==> config.mk <==
export PLATFORM = sky130hd
export DESIGN_NAME = wb_single_master
export DESIGN_NICKNAME = d
export VERILOG_FILES = /design/src/rtl/wbm_pkg.sv /design/src/rtl/wbm_term_decode.sv /design/src/rtl/wbm_ctrl.sv /design/src/rtl/wbm_bus_regs.sv /design/src/rtl/wbm_resp.sv /design/src/rtl/wb_single_master.sv
export SDC_FILE = /design/constraint.sdc
export NUM_CORES = 1
export LEC_CHECK = 0
export CAP_MARGIN = 20
export CORE_MARGIN = 2
export CORE_UTILIZATION = 37
export DETAILED_ROUTE_END_ITERATION = 8
export GPL_ROUTABILITY_DRIVEN = 1
export PLACE_DENSITY = 0.78
export SYNTH_ARGS = -nofsm -noshare
export SYNTH_HDL_FRONTEND = slang
export SYNTH_SLANG_ARGS = --single-unit
==> constraint.sdc <==
create_clock -name clk -period 1.3 [get_ports clk]
set_clock_uncertainty 0.2 [all_clocks]
set_input_delay 0.195 -clock clk [delete_from_list [all_inputs] [get_ports clk]]
set_output_delay 0.195 -clock clk [all_outputs]
set_load 0.1 [all_outputs]
==> src/rtl/wbm_pkg.sv <==
package wbm_pkg;
  typedef enum logic [1:0] {
    PH_IDLE = 2'd0,
    PH_BUS  = 2'd1,
    PH_REST = 2'd2
  } wbm_phase_e;

  typedef enum logic [1:0] {
    END_ACK = 2'b00,
    END_ERR = 2'b01,
    END_RTY = 2'b10
  } wbm_end_e;
endpackage

==> src/rtl/wbm_term_decode.sv <==
module wbm_term_decode
  import wbm_pkg::*;
(
  input  logic     ack,
  input  logic     err,
  input  logic     rty,
  output logic     any_end,
  output logic     ack_only,
  output wbm_end_e code
);
  always_comb begin
    any_end  = ack | err | rty;
    ack_only = ack & ~err & ~rty;
    if (err)      code = END_ERR;
    else if (rty) code = END_RTY;
    else          code = END_ACK;
  end
endmodule

==> src/rtl/wbm_ctrl.sv <==
module wbm_ctrl
  import wbm_pkg::*;
(
  input  logic clk,
  input  logic rst,
  input  logic req_valid,
  input  logic any_end,
  output logic launch,
  output logic finish,
  output logic cyc,
  output logic stb,
  output logic busy,
  output logic ready
);
  wbm_phase_e phase_q, phase_d;

  always_comb begin
    ready   = (phase_q == PH_IDLE);
    busy    = ~ready;
    launch  = ready & req_valid;
    finish  = (phase_q == PH_BUS) & any_end;
    phase_d = phase_q;
    case (phase_q)
      PH_IDLE: if (req_valid) phase_d = PH_BUS;
      PH_BUS:  if (any_end)   phase_d = PH_REST;
      PH_REST: phase_d = PH_IDLE;
      default: phase_d = PH_IDLE;
    endcase
  end

  always_ff @(posedge clk) begin
    if (rst) begin
      phase_q <= PH_IDLE;
      cyc     <= 1'b0;
      stb     <= 1'b0;
    end else begin
      phase_q <= phase_d;
      if (launch) begin
        cyc <= 1'b1;
        stb <= 1'b1;
      end else if (finish) begin
        cyc <= 1'b0;
        stb <= 1'b0;
      end
    end
  end

  AST_STB_NEEDS_CYC: assert property (@(posedge clk) disable iff (rst)
    stb |-> cyc);
  AST_STB_HELD: assert property (@(posedge clk) disable iff (rst)
    (stb && !any_end) |=> (stb && cyc));
  AST_DROP_ON_END: assert property (@(posedge clk) disable iff (rst)
    (stb && any_end) |=> (!stb && !cyc));
  AST_IDLE_GAP: assert property (@(posedge clk) disable iff (rst)
    $fell(cyc) |=> !cyc);
  AST_BUSY_IN_CYCLE: assert property (@(posedge clk) disable iff (rst)
    cyc |-> (busy && !ready));
endmodule

==> src/rtl/wbm_bus_regs.sv <==
module wbm_bus_regs #(
  parameter int AW = 32,
  parameter int DW = 32,
  localparam int SW = DW / 8
) (
  input  logic          clk,
  input  logic          rst,
  input  logic          load,
  input  logic          in_we,
  input  logic [AW-1:0] in_adr,
  input  logic [DW-1:0] in_dat,
  input  logic [SW-1:0] in_sel,
  output logic          we_o,
  output logic [AW-1:0] adr_o,
  output logic [DW-1:0] dat_o,
  output logic [SW-1:0] sel_o
);
  always_ff @(posedge clk) begin
    if (rst) begin
      we_o  <= 1'b0;
      adr_o <= '0;
      dat_o <= '0;
      sel_o <= '0;
    end else if (load) begin
      we_o  <= in_we;
      adr_o <= in_adr;
      dat_o <= in_dat;
      sel_o <= in_sel;
    end
  end
endmodule

==> src/rtl/wbm_resp.sv <==
module wbm_resp
  import wbm_pkg::*;
#(
  parameter int DW = 32
) (
  input  logic          clk,
  input  logic          rst,
  input  logic          finish,
  input  logic          ack_only,
  input  logic          was_write,
  input  wbm_end_e      code,
  input  logic [DW-1:0] rd_in,
  output logic          done,
  output logic [1:0]    status,
  output logic [DW-1:0] rdata
);
  always_ff @(posedge clk) begin
    if (rst) begin
      done   <= 1'b0;
      status <= 2'b00;
      rdata  <= '0;
    end else begin
      done <= finish;
      if (finish) begin
        status <= code;
        rdata  <= (ack_only && !was_write) ? rd_in : '0;
      end
    end
  end

  AST_DONE_ONE_CYCLE: assert property (@(posedge clk) disable iff (rst)
    done |=> !done);
  AST_STATUS_LEGAL: assert property (@(posedge clk) disable iff (rst)
    done |-> (status != 2'b11));
endmodule

==> src/rtl/wb_single_master.sv <==
module wb_single_master
  import wbm_pkg::*;
#(
  parameter int AW = 32,
  parameter int DW = 32,
  localparam int SW = DW / 8
) (
  input  logic          clk,
  input  logic          rst,
  input  logic          cmd_valid,
  output logic          cmd_ready,
  input  logic          cmd_write,
  input  logic [AW-1:0] cmd_addr,
  input  logic [DW-1:0] cmd_wdata,
  input  logic [SW-1:0] cmd_sel,
  output logic          busy,
  output logic          rsp_valid,
  output logic [1:0]    rsp_status,
  output logic [DW-1:0] rsp_rdata,
  output logic          wb_cyc_o,
  output logic          wb_stb_o,
  output logic          wb_we_o,
  output logic [AW-1:0] wb_adr_o,
  output logic [DW-1:0] wb_dat_o,
  output logic [SW-1:0] wb_sel_o,
  input  logic [DW-1:0] wb_dat_i,
  input  logic          wb_ack_i,
  input  logic          wb_err_i,
  input  logic          wb_rty_i
);
  logic     any_end, ack_only, launch, finish;
  wbm_end_e code;

  wbm_term_decode u_dec (
    .ack(wb_ack_i), .err(wb_err_i), .rty(wb_rty_i),
    .any_end(any_end), .ack_only(ack_only), .code(code)
  );

  wbm_ctrl u_ctrl (
    .clk(clk), .rst(rst), .req_valid(cmd_valid), .any_end(any_end),
    .launch(launch), .finish(finish), .cyc(wb_cyc_o), .stb(wb_stb_o),
    .busy(busy), .ready(cmd_ready)
  );

  wbm_bus_regs #(.AW(AW), .DW(DW)) u_regs (
    .clk(clk), .rst(rst), .load(launch),
    .in_we(cmd_write), .in_adr(cmd_addr), .in_dat(cmd_wdata), .in_sel(cmd_sel),
    .we_o(wb_we_o), .adr_o(wb_adr_o), .dat_o(wb_dat_o), .sel_o(wb_sel_o)
  );

  wbm_resp #(.DW(DW)) u_resp (
    .clk(clk), .rst(rst), .finish(finish), .ack_only(ack_only),
    .was_write(wb_we_o), .code(code), .rd_in(wb_dat_i),
    .done(rsp_valid), .status(rsp_status), .rdata(rsp_rdata)
  );

  AST_FIELDS_STABLE: assert property (@(posedge clk) disable iff (rst)
    (wb_stb_o && !(wb_ack_i || wb_err_i || wb_rty_i)) |=>
      ($stable(wb_adr_o) && $stable(wb_we_o) && $stable(wb_dat_o) && $stable(wb_sel_o)));
  AST_DONE_AFTER_END: assert property (@(posedge clk) disable iff (rst)
    rsp_valid |-> $past(wb_stb_o && (wb_ack_i || wb_err_i || wb_rty_i)));
  AST_NO_DONE_OFF_BUS: assert property (@(posedge clk) disable iff (rst)
    (!wb_stb_o) |=> !rsp_valid);
  AST_BUSY_READY_EXCL: assert property (@(posedge clk) disable iff (rst)
    busy != cmd_ready);
endmodule

==> results of run 1 <==
[Yosys cell counts, types with 2 or more instances]
library cell / number
sky130_fd_sc_hd__nand2_1: 139
sky130_fd_sc_hd__dfxtp_1: 107
sky130_fd_sc_hd__a21oi_1: 72
sky130_fd_sc_hd__inv_1: 33
sky130_fd_sc_hd__nand3_2: 30
sky130_fd_sc_hd__o32ai_2: 30
sky130_fd_sc_hd__buf_6: 20
sky130_fd_sc_hd__buf_2: 8
sky130_fd_sc_hd__clkbuf_1: 7
sky130_fd_sc_hd__buf_4: 6
sky130_fd_sc_hd__nor2_1: 4
sky130_fd_sc_hd__nand3_1: 3
sky130_fd_sc_hd__o21ai_0: 3
sky130_fd_sc_hd__nor3_1: 2
sky130_fd_sc_hd__o32ai_1: 2
[cell families (layout without fill, tap and decap cells)]
logic type / count (synthesis) / after routing / synth area share [%]
AO/OA/AOI/OAI: 108 / 108 / 20.1
buffers and inverters: 75 / 335 / 10.5
flip-flops: 107 / 107 / 48.3
AND/OR/NAND/NOR: 187 / 188 / 21.2
[through the flow]
step	TNS (ns)	utilization [%]	std cells	area, sq um
after CTS	-32.14	74.4	849	8600
after floorplan	-8.27	-	477	4630
after detailed placement	-69.34	68.3	815	7890
after global placement	-65.76	68.3	815	7890
after global routing	-35.63	81.0	881	9360
final	-31.05	81.0	881	9360
[flip-flops by register name, indices dropped and copies added, names as in the netlist]
signal / cells
u_ctrl.phase_q: 2
u_resp.status: 2
u_ctrl.cyc: 1
u_resp.done: 1
u_regs.adr_o: 32
u_regs.we_o: 1
u_regs.sel_o: 4
u_resp.rdata: 32
u_regs.dat_o: 32
[metal layers]
metal	global-route usage, %	wire length [microns]	part of all wire (%)
met4	10.4	650	3.8
met1	23.1	5990	35
met5	0	0	0
met2	41.0	9240	54
met3	5.95	1140	6.7
[power by group through the flow]
stage          sequential [mW]  clock (mW)  combinational [mW]
6_report                  3.62        2.71                3.34
5_1_grt                   3.63        2.92                3.44
4_1_cts                   3.63        2.77                3.02
3_5_place_dp              3.71           0                2.83
3_3_place_gp              3.70           0                2.79
2_1_floorplan             4.71           0               0.652
[how the worst max path moves through the flow]
stage / cells after the start / end / slack (ns)
2_1_floorplan: 2 / cmd_ready / -0.29
3_3_place_gp: 4 / u_resp.rdata[0]$_SDFFE_PP0P_ / -0.80
3_5_place_dp: 4 / u_resp.rdata[24]$_SDFFE_PP0P_ / -0.89
4_1_cts: 4 / cmd_ready / -0.43
5_1_grt: 5 / u_regs.adr_o[23]$_SDFFE_PP0P_ / -0.45
6_report: 4 / cmd_ready / -0.42
[worst reg2reg max path: stages (launching register included)]
cell and delay, ns:
sky130_fd_sc_hd__dfxtp_2 0.32, sky130_fd_sc_hd__buf_6 0.12, sky130_fd_sc_hd__or3b_4 0.53, sky130_fd_sc_hd__clkbuf_16 0.23, sky130_fd_sc_hd__nand2_1 0.10, sky130_fd_sc_hd__a21oi_1 0.08
[final cells by class]
| type | count | area [sq um] | area share, % |
|---|---|---|---|
| clock buffers | 9 | 225 | 2.41 |
| clock inverters | 7 | 67.6 | 0.722 |
| inverters | 33 | 128 | 1.36 |
| multi-input cells | 296 | 2310 | 24.7 |
| flip-flops and latches | 107 | 2350 | 25.1 |
| well taps | 143 | 179 | 1.91 |
| repair buffers | 286 | 4100 | 43.8 |
[timing repair]
| action | CTS | global route |
|---|---|---|
| gates resized for setup | 32 | 129 |
| gates cloned | 6 | 8 |
| setup buffers | 12 | 28 |
| setup endpoints to repair | 110 | 172 |
| pin swaps | 14 | 36 |
==> results.sh, run 1 <==
export IMPL_cts_inserted_buffers=9
export IMPL_fillers=644
export IMPL_antenna_violations_before_repair=0
export IMPL_cts_tree="done"
export IMPL_number_of_global_route_vias_before_repair=4455
export IMPL_globalplace_congestion=0.774
export IMPL_layout_nets=840
export IMPL_worst_path_dominant_cell_family="buffers and inverters"
export IMPL_cpPeakStageDelay_ns=0.32
export IMPL_fp_coreArea_sq_um=11600
export IMPL_setup_viol=111
export IMPL_vias=4571
export IMPL_maxSlewViolCount=0
export IMPL_cell_internal_pwr_mw=6.31
export IMPL_rsz0062_at_grt="true"
export IMPL_min_delay_worst_endpoint="u_regs.sel_o[3]$_SDFFE_PP0P_"
export IMPL_timing_final_crit_period_ns=1.72
export IMPL_number_of_enable_type_register_cells_in_the_synthesized_netlist=0
export IMPL_timing_hold_ws_ns=0.183
export IMPL_crit_reg2reg_launch="u_ctrl.phase_q[0]$_SDFFE_PP0P_"
export IMPL_dominantRegCellSynth="sky130_fd_sc_hd__dfxtp_1"
export IMPL_post_synth_num_cell_types=26
export IMPL_fp_row_count=39
export IMPL_post_place_ws_ns=-0.889
export IMPL_die_area_sq_um=12900
export IMPL_ir_drop_v=0.000727
export IMPL_hold_buffers=0
export IMPL_finalPower_mw=9.67
export IMPL_cts_num_sinks=107
export IMPL_switching_power_mw=3.36
export IMPL_synthesis_area_sq_um=4430
export IMPL_overflow=0
export IMPL_synthDominantAreaCellType="sky130_fd_sc_hd__dfxtp_1"
export IMPL_worstMarginPinSlew_ns=0.416
export IMPL_yosysTopAreaCellShare_pct=48.3
export IMPL_drt_total_wl_mm=17.0
export IMPL_synth_net_count=584
export IMPL_synthesis_instances=477
export IMPL_ios=215
export IMPL_timing_max_slew_rel_slack_pct=72.3
export IMPL_crit_path_cell_trace="buf_6 -> or2_4 -> clkinvlp_4 -> buf_12"
export IMPL_die_w_microns=113
export IMPL_setup_ws_ns=-0.417
export IMPL_cellLeakagePower_nw=3.51
export IMPL_yosysWarnings=0
export IMPL_area_delta_synth_final_pct=111
export IMPL_ctsLongestPathBuffers=2
export IMPL_timing_worst_setup_path_type="register to output pin"
export IMPL_layout_cells_most_common="sky130_fd_sc_hd__buf_12"
export IMPL_power_clock_fraction_pct=28.0
export IMPL_drt_first_pass_iters=4
export IMPL_initial_utilization_pct=38.3
export IMPL_critical_path_slowest_cell="sky130_fd_sc_hd__dfxtp_2"
export IMPL_worstSetupStartpointType="register"
export IMPL_violated_checks="setup timing"
export IMPL_hp_class="input port to register"
export IMPL_max_capacitance_violation_count=0
export IMPL_worst_endpoint_required_ns=0.90
export IMPL_finalHoldViolations=0
export IMPL_sw_frac_of_total_pct=34.7
export IMPL_root_buffer="sky130_fd_sc_hd__clkbuf_16"
export IMPL_cts_clk_slew_worst_paths_ns=0.07
export IMPL_grt_pass1_wl_mm=22.2
export IMPL_worst_path_buf_inv=3
export IMPL_comb_power_share_pct=34.6
export IMPL_worstRegToRegCells=5
export IMPL_min_path_cells=3
export IMPL_antennaDiodeCount=0
export IMPL_max_clock_freq_mhz=583
export IMPL_die_h_microns=113
export IMPL_syn_area_per_cell_sq_um=9.30
export IMPL_async_flop_share_pct=0
export IMPL_power_frac_seq_pct=37.4
export IMPL_synthTopCellsByArea="sky130_fd_sc_hd__dfxtp_1 (48%), sky130_fd_sc_hd__nand2_1 (12%), sky130_fd_sc_hd__o32ai_2 (11%), sky130_fd_sc_hd__a21oi_1 (8.1%), sky130_fd_sc_hd__nand3_2 (6.8%)"
export IMPL_reg2reg_setup_slack_ns=-0.41
export IMPL_route_detailed_drc=0
export IMPL_port_buffers=214
export IMPL_grt_usage_pct=22.1
export IMPL_yosys_register_bits=107
export IMPL_layout_drive_gt1_share_pct=59.2
export IMPL_grt_start_max_net_pins=66
export IMPL_most_common_layout_cells="sky130_fd_sc_hd__buf_12 (119), sky130_fd_sc_hd__nand2_1 (111), sky130_fd_sc_hd__clkdlybuf4s50_1 (102), sky130_fd_sc_hd__dfxtp_2 (77), sky130_fd_sc_hd__a21oi_1 (44)"
export IMPL_clock_insertion_delay_worst_skew_ns=0.34
export IMPL_maximum_net_fanout_on_the_critical_path=4
export IMPL_layout_worst_path_cycle_share_pct=132
export IMPL_crit_arrival_ns=1.32
export IMPL_setup_worst_path_end_class="output pin"
export IMPL_h_tree_lvl_count=3
export IMPL_r2r_end="u_regs.adr_o[23]$_SDFFE_PP0P_"
export IMPL_min_from="cmd_sel[3]"
export IMPL_postRouteAntennaNets=0
export IMPL_route_detailed_vias_per_inst=5.19
export IMPL_wire_per_inst_microns=19.3
export IMPL_startpoint="u_ctrl.phase_q[0]$_SDFFE_PP0P_"
export IMPL_power_per_cell_area_nw_per_um2=1030
export IMPL_drt_first_iter_violations=204
export IMPL_dp_final_hpwl_mm=10.3
export IMPL_outcome="finished with violations"
export IMPL_synth_yosys_seq_area_share_pct=48.3
Note: power is estimated with default switching activity, not from simulation.
==> run 2, diff against run 1 <==
--- a/config.mk
+++ b/config.mk
@@ -5,12 +5,14 @@
 export SDC_FILE = /design/constraint.sdc
 export NUM_CORES = 1
 export LEC_CHECK = 0
+export ABC_CLOCK_PERIOD_IN_PS = 1950
 export CAP_MARGIN = 20
 export CORE_MARGIN = 2
-export CORE_UTILIZATION = 37
+export CORE_UTILIZATION = 41
 export DETAILED_ROUTE_END_ITERATION = 8
 export GPL_ROUTABILITY_DRIVEN = 1
-export PLACE_DENSITY = 0.78
+export MAX_ROUTING_LAYER = met4
+export PLACE_DENSITY = 0.82
 export SYNTH_ARGS = -nofsm -noshare
 export SYNTH_HDL_FRONTEND = slang
 export SYNTH_SLANG_ARGS = --single-unit
==> constraint.sdc (replaced) <==
create_clock -name clk -period 1.95 [get_ports clk]
set_clock_uncertainty 0.2 [all_clocks]
set_input_delay 0.2925 -clock clk [delete_from_list [all_inputs] [get_ports clk]]
set_output_delay 0.2925 -clock clk [all_outputs]
set_load 0.1 [all_outputs]
==> run 2 against run 1 <==
The flow now finishes without violations; combinational power fell by 44%; global-route usage rose by 1.7 points; worst hold slack worse by 0.12 ns; critical path depth is the same; highest routed layer unchanged; via count decreased by 9.0%; clock power decreased by 52%; flip-flop and latch count is the same.
==> results.sh, run 2 (synthesized netlist as in run 1, its figures left out) <==
export IMPL_route_detailed_vias_per_inst=5.10
export IMPL_switching_power_mw=1.98
export IMPL_grt_start_max_net_pins=71
export IMPL_port_buffers=214
export IMPL_drt_first_pass_iters=4
export IMPL_area_delta_synth_final_pct=77.5
export IMPL_ctsLongestPathBuffers=2
export IMPL_grt_pass1_wl_mm=21.1
export IMPL_min_from="rst"
export IMPL_power_per_cell_area_nw_per_um2=708
export IMPL_critical_path_slowest_cell="sky130_fd_sc_hd__dfxtp_1"
export IMPL_timing_max_slew_rel_slack_pct=57.7
export IMPL_root_buffer="sky130_fd_sc_hd__clkbuf_8"
export IMPL_timing_hold_ws_ns=0.0661
export IMPL_sw_frac_of_total_pct=35.5
export IMPL_crit_arrival_ns=1.35
export IMPL_vias=4159
export IMPL_hold_buffers=0
export IMPL_most_common_layout_cells="sky130_fd_sc_hd__nand2_1 (139), sky130_fd_sc_hd__buf_12 (113), sky130_fd_sc_hd__dfxtp_1 (107), sky130_fd_sc_hd__clkdlybuf4s50_1 (105), sky130_fd_sc_hd__a21oi_1 (72)"
export IMPL_wire_per_inst_microns=16.7
export IMPL_cell_internal_pwr_mw=3.60
export IMPL_power_clock_fraction_pct=23.5
export IMPL_placed_cells=799
export IMPL_antenna_violations_before_repair=0
export IMPL_worstSetupStartpointType="register"
export IMPL_cts_inserted_buffers=9
export IMPL_cellLeakagePower_nw=2.83
export IMPL_max_capacitance_violation_count=0
export IMPL_postRouteAntennaNets=0
export IMPL_timing_final_crit_period_ns=1.84
export IMPL_timing_setup_tns_ns=0
export IMPL_fp_row_count=37
export IMPL_outcome="finished clean"
export IMPL_placement_cell_area_sq_um=7680
export IMPL_comb_power_share_pct=33.5
export IMPL_grt_usage_pct=23.8
export IMPL_startpoint="u_ctrl.phase_q[1]$_SDFFE_PP0P_"
export IMPL_die_w_microns=108
export IMPL_overflow=0
export IMPL_maxSlewViolCount=0
export IMPL_maximum_net_fanout_on_the_critical_path=4
export IMPL_worstRegToRegCells=5
export IMPL_ios=215
export IMPL_rsz0062_at_grt="false"
export IMPL_drt_total_wl_mm=13.6
export IMPL_finalHoldViolations=0
export IMPL_route_detailed_drc=0
export IMPL_reg_top3="u_regs.adr_o x32, u_regs.dat_o x32, u_resp.rdata x32"
export IMPL_layout_drive_gt1_share_pct=30.5
export IMPL_cpPeakStageDelay_ns=0.31
export IMPL_layout_cells_most_common="sky130_fd_sc_hd__nand2_1"
export IMPL_h_tree_lvl_count=3
export IMPL_layout_nets=782
export IMPL_crit_path_cell_trace="buf_4 -> or2_4 -> clkinvlp_4 -> buf_12"
export IMPL_worstMarginPinSlew_ns=0.633
export IMPL_cts_num_sinks=107
export IMPL_postLayoutCellArea_sq_um=7870
export IMPL_drt_first_iter_violations=211
export IMPL_ir_drop_v=0.000445
export IMPL_setup_viol=0
export IMPL_initial_utilization_pct=42.6
export IMPL_fillers=684
export IMPL_dp_final_hpwl_mm=10.2
export IMPL_cts_tree="done"
export IMPL_fp_coreArea_sq_um=10400
export IMPL_antennaDiodeCount=0
export IMPL_max_clock_freq_mhz=543
export IMPL_globalplace_congestion=0.767
export IMPL_cts_clk_slew_worst_paths_ns=0.10
export IMPL_hp_class="input port to register"
export IMPL_number_of_global_route_vias_before_repair=4376
export IMPL_die_area_sq_um=11700
export IMPL_layout_worst_path_cycle_share_pct=94.5
export IMPL_worst_endpoint_required_ns=1.46
export IMPL_stdcell_count=815
export IMPL_crit_reg2reg_launch="u_ctrl.phase_q[1]$_SDFFE_PP0P_"
export IMPL_timing_worst_setup_path_type="register to output pin"
export IMPL_die_h_microns=108
export IMPL_min_path_cells=2
export IMPL_power_frac_seq_pct=43.0
export IMPL_clock_insertion_delay_worst_skew_ns=0.35
export IMPL_setup_worst_path_end_class="output pin"
==> run 2: layout make-up <==
type                    count  area (sq um)  area share, %
well taps                 136           170           2.16
clock buffers              11           131           1.67
multi-input cells         296          1860           23.6
inverters                  33           128           1.62
repair buffers            228          3390           43.0
flip-flops and latches    107          2140           27.2
clock inverters             4          52.6          0.668
==> run 2: per-stage QoR <==
| stage | total power [mW] | utilization [%] | worst slack [ns] |
|---|---|---|---|
| after global routing | 5.78 | 75.6 | 0.0561 |
| final | 5.58 | 75.6 | 0.108 |
| after floorplan | 3.54 | - | 0.0249 |
| after global placement | 4.28 | 73.7 | -0.336 |
| after CTS | 5.62 | 75.6 | 0.0840 |
| after detailed placement | 4.32 | 73.7 | -0.449 |
==> run 2: final timing paths <==
check,end,slack (ns)
max,cmd_ready,0.11
min,u_regs.adr_o[31]$_SDFFE_PP0P_,0.07
max reg2reg,u_regs.dat_o[0]$_SDFFE_PP0P_,0.19
min reg2reg,u_regs.adr_o[20]$_SDFFE_PP0P_,0.29
==> run 2: critical path: cells and delay by family, from the launching register on <==
kind | cells | cell delay, ns
buffers and inverters | 3 | 0.41
AND/OR/NAND/NOR | 1 | 0.28
flip-flops | 1 | 0.31
==> run 2: layer usage <==
metal	GRT usage [%]	vias up	wire length (microns)
li1	-	1978	-
met1	24.8	1965	4830
met2	42.8	181	7220
met3	6.09	35	1160
met4	9.34	0	397
met5	-	-	0
==> run 2: power by group through the flow <==
stage	Combinational, mW	Clock (mW)	Sequential, mW
floorplan	0.427	0	3.11
global placement	1.84	0	2.44
detailed placement	1.87	0	2.45
CTS	1.88	1.35	2.40
global route	1.94	1.43	2.41
finish	1.87	1.31	2.40
==> run 2: timing repair <==
item	in CTS	in global routing
setup endpoints to repair	16	0
gates resized for setup	1	0
buffers inserted	0	0
